`src/rtl/pwm_pkg.sv`:
```
package pwm_pkg;
  typedef enum logic [1:0] {
    OM_OFF = 2'b00,
    OM_TGL = 2'b01,  // PWM: complementary pair
    OM_CLR = 2'b10,  // PWM: true pin only
    OM_SET = 2'b11   // PWM: inverted pin only
  } out_mode_e;

  function automatic logic match_action(out_mode_e m, logic s);
    unique case (m)
      OM_TGL:  return !s;
      OM_CLR:  return 1'b0;
      OM_SET:  return 1'b1;
      default: return s;
    endcase
  endfunction
endpackage

```
`src/rtl/pwm_regs.sv`:
```
module pwm_regs #(
  parameter int CNT_W = 8,
  parameter int N_CH  = 2,
  parameter int AW    = 3,
  parameter logic [CNT_W-1:0] PERIOD_RST = '1
) (
  input  logic                       clk_i,
  input  logic                       rst_ni,
  input  logic                       wr_en_i,
  input  logic [AW-1:0]              wr_addr_i,
  input  logic [CNT_W-1:0]           wr_data_i,
  output logic [N_CH-1:0][CNT_W-1:0] cmp_q_o,
  output logic [CNT_W-1:0]           period_q_o,
  output logic [N_CH-1:0][1:0]       mode_q_o,
  output logic [N_CH-1:0]            pwm_en_q_o,
  output logic                       cnt_wr_o,
  output logic [N_CH-1:0]            force_o,
  output logic [N_CH-1:0]            clr_cmp_o,
  output logic                       clr_ovf_o
);
  localparam logic [AW-1:0] A_CNT  = '0;
  localparam logic [AW-1:0] A_PER  = AW'(N_CH + 1);
  localparam logic [AW-1:0] A_MODE = AW'(N_CH + 2);
  localparam logic [AW-1:0] A_FRC  = AW'(N_CH + 3);
  localparam logic [AW-1:0] A_CLR  = AW'(N_CH + 4);

  logic wr_frc, wr_clr;

  always_comb begin
    cnt_wr_o  = wr_en_i && (wr_addr_i == A_CNT);
    wr_frc    = wr_en_i && (wr_addr_i == A_FRC);
    wr_clr    = wr_en_i && (wr_addr_i == A_CLR);
    force_o   = wr_frc ? wr_data_i[N_CH-1:0] : '0;
    clr_cmp_o = wr_clr ? wr_data_i[N_CH-1:0] : '0;
    clr_ovf_o = wr_clr && wr_data_i[N_CH];
  end

  always_ff @(posedge clk_i or negedge rst_ni) begin
    if (!rst_ni) begin
      cmp_q_o    <= '0;
      period_q_o <= PERIOD_RST;
      mode_q_o   <= '0;
      pwm_en_q_o <= '0;
    end else if (wr_en_i) begin
      for (int i = 0; i < N_CH; i++) begin
        if (wr_addr_i == AW'(i + 1)) cmp_q_o[i] <= wr_data_i;
      end
      if (wr_addr_i == A_PER) period_q_o <= wr_data_i;
      if (wr_addr_i == A_MODE) begin
        for (int i = 0; i < N_CH; i++) begin
          mode_q_o[i]   <= wr_data_i[2*i +: 2];
          pwm_en_q_o[i] <= wr_data_i[2*N_CH + i];
        end
      end
    end
  end
endmodule

```
`src/rtl/pwm_counter.sv`:
```
module pwm_counter #(
  parameter int CNT_W = 8
) (
  input  logic             clk_i,
  input  logic             rst_ni,
  input  logic             tick_i,
  input  logic             cnt_wr_i,
  input  logic [CNT_W-1:0] wr_data_i,
  input  logic [CNT_W-1:0] period_i,
  input  logic             clr_ovf_i,
  output logic [CNT_W-1:0] cnt_o,
  output logic [CNT_W-1:0] cnt_nxt_o,
  output logic             adv_o,
  output logic             ovf_flag_o
);
  logic wrap;

  always_comb begin
    adv_o     = tick_i && !cnt_wr_i;  // a software load suppresses the step
    wrap      = adv_o && (cnt_o >= period_i);
    cnt_nxt_o = wrap ? '0 : cnt_o + 1'b1;
  end

  always_ff @(posedge clk_i or negedge rst_ni) begin
    if (!rst_ni) begin
      cnt_o      <= '0;
      ovf_flag_o <= 1'b0;
    end else begin
      if (cnt_wr_i)   cnt_o <= wr_data_i;
      else if (adv_o) cnt_o <= cnt_nxt_o;
      if (wrap)           ovf_flag_o <= 1'b1;
      else if (clr_ovf_i) ovf_flag_o <= 1'b0;
    end
  end
endmodule

```
`src/rtl/pwm_channel.sv`:
```
module pwm_channel import pwm_pkg::*; #(
  parameter int CNT_W = 8
) (
  input  logic             clk_i,
  input  logic             rst_ni,
  input  logic             adv_i,
  input  logic [CNT_W-1:0] cnt_nxt_i,
  input  logic [CNT_W-1:0] period_i,
  input  logic [CNT_W-1:0] cmp_i,
  input  out_mode_e        mode_i,
  input  logic             pwm_en_i,
  input  logic             force_i,
  input  logic             clr_flag_i,
  output logic             oc_o,
  output logic             ocn_o,
  output logic             flag_o
);
  localparam logic [CNT_W-1:0] ONE = CNT_W'(1);

  logic match, s_q, s_d;

  always_comb begin
    match = adv_i && (cnt_nxt_i == cmp_i);
    s_d   = s_q;
    if (pwm_en_i) begin
      if (adv_i) begin
        // degenerate duty values pin the level so no one-count pulse escapes
        if (cmp_i == '0)              s_d = 1'b0;
        else if (cmp_i >= period_i)   s_d = 1'b1;
        else if (cnt_nxt_i == cmp_i)  s_d = 1'b0;
        else if (cnt_nxt_i == ONE)    s_d = 1'b1;
      end
    end else if (match || force_i) begin
      s_d = match_action(mode_i, s_q);
    end
  end

  always_ff @(posedge clk_i or negedge rst_ni) begin
    if (!rst_ni) begin
      s_q    <= 1'b0;
      flag_o <= 1'b0;
    end else begin
      s_q <= s_d;
      if (match)           flag_o <= 1'b1;
      else if (clr_flag_i) flag_o <= 1'b0;
    end
  end

  always_comb begin
    oc_o  = 1'b0;
    ocn_o = 1'b0;
    if (mode_i != OM_OFF) begin
      if (!pwm_en_i || mode_i == OM_TGL) begin
        oc_o  = s_q;
        ocn_o = !s_q;
      end else if (mode_i == OM_CLR) begin
        oc_o  = s_q;
      end else begin
        ocn_o = !s_q;
      end
    end
  end
endmodule

```
`src/rtl/pwm_timer_top.sv`:
```
module pwm_timer_top import pwm_pkg::*; #(
  parameter int CNT_W = 8,
  parameter int N_CH  = 2,
  parameter logic [CNT_W-1:0] PERIOD_RST = '1,
  localparam int AW = $clog2(N_CH + 5)
) (
  input  logic             clk_i,
  input  logic             rst_ni,
  input  logic             tick_i,
  input  logic             wr_en_i,
  input  logic [AW-1:0]    wr_addr_i,
  input  logic [CNT_W-1:0] wr_data_i,
  output logic [CNT_W-1:0] count_o,
  output logic [N_CH-1:0]  oc_o,
  output logic [N_CH-1:0]  ocn_o,
  output logic [N_CH-1:0]  cmp_flag_o,
  output logic             ovf_flag_o
);
  logic [N_CH-1:0][CNT_W-1:0] cmp_q;
  logic [CNT_W-1:0]           period_q;
  logic [N_CH-1:0][1:0]       mode_q;
  logic [N_CH-1:0]            pwm_en_q;
  logic                       cnt_wr;
  logic [N_CH-1:0]            force_p;
  logic [N_CH-1:0]            clr_cmp;
  logic                       clr_ovf;
  logic [CNT_W-1:0]           cnt_nxt;
  logic                       adv;

  pwm_regs #(.CNT_W(CNT_W), .N_CH(N_CH), .AW(AW), .PERIOD_RST(PERIOD_RST)) u_regs (
    .clk_i      (clk_i),
    .rst_ni     (rst_ni),
    .wr_en_i    (wr_en_i),
    .wr_addr_i  (wr_addr_i),
    .wr_data_i  (wr_data_i),
    .cmp_q_o    (cmp_q),
    .period_q_o (period_q),
    .mode_q_o   (mode_q),
    .pwm_en_q_o (pwm_en_q),
    .cnt_wr_o   (cnt_wr),
    .force_o    (force_p),
    .clr_cmp_o  (clr_cmp),
    .clr_ovf_o  (clr_ovf)
  );

  pwm_counter #(.CNT_W(CNT_W)) u_cnt (
    .clk_i      (clk_i),
    .rst_ni     (rst_ni),
    .tick_i     (tick_i),
    .cnt_wr_i   (cnt_wr),
    .wr_data_i  (wr_data_i),
    .period_i   (period_q),
    .clr_ovf_i  (clr_ovf),
    .cnt_o      (count_o),
    .cnt_nxt_o  (cnt_nxt),
    .adv_o      (adv),
    .ovf_flag_o (ovf_flag_o)
  );

  for (genvar i = 0; i < N_CH; i++) begin : g_ch
    pwm_channel #(.CNT_W(CNT_W)) u_ch (
      .clk_i      (clk_i),
      .rst_ni     (rst_ni),
      .adv_i      (adv),
      .cnt_nxt_i  (cnt_nxt),
      .period_i   (period_q),
      .cmp_i      (cmp_q[i]),
      .mode_i     (out_mode_e'(mode_q[i])),
      .pwm_en_i   (pwm_en_q[i]),
      .force_i    (force_p[i]),
      .clr_flag_i (clr_cmp[i]),
      .oc_o       (oc_o[i]),
      .ocn_o      (ocn_o[i]),
      .flag_o     (cmp_flag_o[i])
    );
  end
endmodule

```
`config.mk`:
```
export PLATFORM = sky130hd
export DESIGN_NAME = pwm_timer_top
export DESIGN_NICKNAME = d
export VERILOG_FILES = /design/src/rtl/pwm_pkg.sv /design/src/rtl/pwm_regs.sv /design/src/rtl/pwm_counter.sv /design/src/rtl/pwm_channel.sv /design/src/rtl/pwm_timer_top.sv
export SDC_FILE = /design/constraint.sdc
export NUM_CORES = 1
export LEC_CHECK = 0
export BUFFER_PORTS_ARGS = -buffer_cell sky130_fd_sc_hd__buf_2
export CAP_MARGIN = 40
export CORE_MARGIN = 10
export CORE_UTILIZATION = 55
export DETAILED_ROUTE_END_ITERATION = 10
export GPL_ROUTABILITY_DRIVEN = 1
export HOLD_SLACK_MARGIN = 0.06
export PLACE_DENSITY = 0.75
export SYNTH_ARGS = -nofsm -noshare
export SYNTH_HDL_FRONTEND = slang
export SYNTH_SLANG_ARGS = --single-unit
```
`constraint.sdc`:
```
create_clock -name clk_i -period 3.6 [get_ports clk_i]
set_input_delay 0.18 -clock clk_i [delete_from_list [all_inputs] [get_ports clk_i]]
set_output_delay 0.18 -clock clk_i [all_outputs]
set_load 0.05 [all_outputs]
```
==> impl_metrics.json <==
{
  "initialDrtViolationCount": 194,
  "port_buffers": 29,
  "synth_top_family_by_area": "simple AND/OR/NAND/NOR gates",
  "core-area_um2": 5570,
  "ant_nets": 0,
  "ys_seq_elements": 43,
  "synthArstFlopShare_pct": 100,
  "syn_to_final_growth_pct": 10.5,
  "grt_use_total_pct": 20.0,
  "rows": 27,
  "drive_gt1_share_pct": 24.4,
  "crit_path_top_delay_cell": "dfrtp_1",
  "slew-limit-headroom_pct": 39.7,
  "status": "finished, final reports clean",
  "crit_path_frequent_cell": "a31oi_1",
  "cp.arrival_ps": 3530,
  "slew_violations": 0,
  "p_total_uw": 2630,
  "cts_root_buf": "clkbuf_8",
  "ios": 30,
  "synthFlopType": "dfrtp_1",
  "avgSynthCellArea_um2": 9.50,
  "yosysTopAreaCellShare_pct": 27.3,
  "ir_worst_vdd_mv": 0.449,
  "syn_inst": 338,
  "cap_violations": 0,
  "hold_path_class": "in -> reg",
  "cts_resized": 0,
  "synth-xor-area-share_pct": 4.13,
  "synth-edff-count": 0,
  "synth_cell_types": 59,
  "finalClockSkew_ps": 10.6,
  "crit_family": "compound AO/OA/AOI/OAI gates",
  "p_leak_uw": 0.00156,
  "die_h_um": 96.4,
  "die_w_um": 96.4,
  "ys_warn_count": 0,
  "crit_path_start_kind": "register",
  "finalSetupViolCount": 0,
  "via_per_inst": 6.23,
  "synthesis.area_um2": 3210,
  "drtPass1Iterations": 4,
  "start_util_pct": 57.6,
  "clkLatencyLatePin_ps": 310,
  "clkSinkCount": 43,
  "cp_slowest_stage_delay_ps": 590,
  "cts_tree": "done",
  "cts.path.max_buffers": 2,
  "hold_viol_final": 0,
  "powerDensity_nw_per_um2": 741,
  "htreeDepth": 2,
  "grt_pass1_wl_um": 14400,
  "path_clk_slew_ps": 90,
  "synth_commonest_cells": "dfrtp_1 (35), nand2_1 (33), mux2_2 (27), ha_1 (25), o21ai_0 (23)",
  "routabilityCongestion": 0.952,
  "num_vias": 2724,
  "placedCellCount": 428,
  "drc_errors": 0,
  "wl_um": 9010,
  "yosysTopAreaCell": "dfrtp_1",
  "synth-simple-area-share_pct": 20.0,
  "die_area_um2": 9300,
  "first_global_vias": 2733,
  "crit_required_ps": 3800,
  "final.period_utilization_pct": 92.7,
  "worst_slew_pin_slew_ps": 898,
  "synth_top_cells_by_area": "dfrtp_1 (27%), ha_1 (9.7%), mux2_2 (9.5%)",
  "critPathKind": "reg -> reg",
  "ys_seq_area_share_pct": 33.8,
  "synthAdderAreaFrac_pct": 9.74,
  "fin_tns_setup_ps": 0,
  "end_kind": "register",
  "cp_cell_sequence": "inv_1 > ha_1 > nand2b_4 > a2111oi_4 > o31a_2 > or3_1 > a31oi_1 > o211ai_1 > a31oi_1 > nor2_1 > mux2_1",
  "wl_per_cell_um": 20.6,
  "path_buf_inv": 1,
  "antenna_found_initial": 0,
  "final_nets": 404,
  "min_period_ps": 3340,
  "cts_inserted_buffers": 5,
  "syn_nets": 378,
  "fmaxAchievable_mhz": 300,
  "fin_cells": 437,
  "synth-compound-area-share_pct": 18.0,
  "post-synth-top-count-cell": "dfrtp_1",
  "gr-total-overflow": 0,
  "hpwl_um": 6980,
  "insertedDiodeCount": 0,
  "muxShareOfSynthArea_pct": 9.82,
  "cp_max_fo": 11,
  "rsz0062_at_grt": "false",
  "grt_max_degree": 25
}
path summary, 6_finish.rpt:
path / start / slack, ps / cells past startpoint / end
min in group asynchronous: rst_ni / 370 / 2 / u_cnt.cnt_o[3]
max reg2reg: u_cnt.cnt_o[0] / 260 / 11 / g_ch[0].u_ch.s_q
max in group asynchronous: rst_ni / 2650 / 3 / u_regs.period_q_o[3]
min: wr_data_i[7] / 140 / 3 / u_regs.cmp_q_o[15]
min reg2reg: u_cnt.ovf_flag_o / 480 / 2 / u_cnt.ovf_flag_o
max: u_cnt.cnt_o[0] / 260 / 11 / g_ch[0].u_ch.s_q
state kept, by name, summed over array words and instances (netlist names):
name / count
g_ch.u_ch.s_q: 2
u_cnt.ovf_flag_o: 1
g_ch.u_ch.flag_o: 2
u_regs.period_q_o: 8
u_regs.cmp_q_o: 16
u_regs.pwm_en_q_o: 2
u_regs.mode_q_o: 4
u_cnt.cnt_o: 8
per-stage QoR:
stage	hold WS [ps]	utilization [%]	worst slack (ps)	cell area, um2
after floorplan	-116	-	393	3210
after global placement	378	60.6	371	3380
after detailed placement	176	61.1	318	3400
after CTS	140	63.7	304	3550
after global routing	179	63.7	54.0	3550
final	137	63.7	263	3550
area by class of cell:
cell class	instances	area [um2]
fill	501	2020
multi-input combinational	266	1980
sequential	43	1090
timing repair buffer	34	205
tap	72	90.1
clock buffer	5	68.8
clock inverter	3	67.6
inverter	14	52.6
logic make-up (layout without fill, tap and decap cells):
kind of cell / count (synthesis) / count (layout)
muxes: 28 / 28
and+or+nand+nor: 116 / 116
AOI/OAI and AO/OA: 85 / 85
adders and majority gates: 25 / 25
xor gates and xnor gates: 12 / 12
DFF: 43 / 43
buffers and inverters: 29 / 56
routing by layer:
layer	up-vias	wire length, um	track usage (%)
met1	1319	4110	27.7
met5	-	0	0
met2	97	4080	30.8
li1	1291	-	-
met4	0	213	6.90
met3	17	612	3.70
timing repair:
action,CTS,global route
hold buffers,1,0
hold endpoints to repair,16,0
setup buffers,0,0
power breakdown:
group	switching [uW]	internal, uW	total (uW)	leakage, uW
Clock	190	277	467	0.0000644
Sequential	195	628	823	0.000511
Combinational	833	508	1340	0.000987
Total	1220	1410	2630	0.00156
worst reg2reg max path, stage by stage (launching register included):
cell	delay, ps
dfrtp_1	590
inv_1	180
ha_1	320
nand2b_4	150
a2111oi_4	460
o31a_2	310
or3_1	130
a31oi_1	80
o211ai_1	400
a31oi_1	140
nor2_1	140
mux2_1	320
cell usage in the layout (no fill, tap or decap), drive strengths merged, types with 4 or more instances in the layout:
cell type / count
o31ai: 5
nand2: 33
a31oi: 9
dfstp: 8
clkbuf: 5
inv: 14
o22ai: 7
a21oi: 12
nor2b: 11
ha: 25
xnor2: 7
nor3: 13
dfrtp: 35
buf: 33
a21o: 4
mux2: 28
nand2b: 4
o21ai: 23
nor2: 23
nand3: 9
No activity file was read; power rests on OpenSTA's default activity.
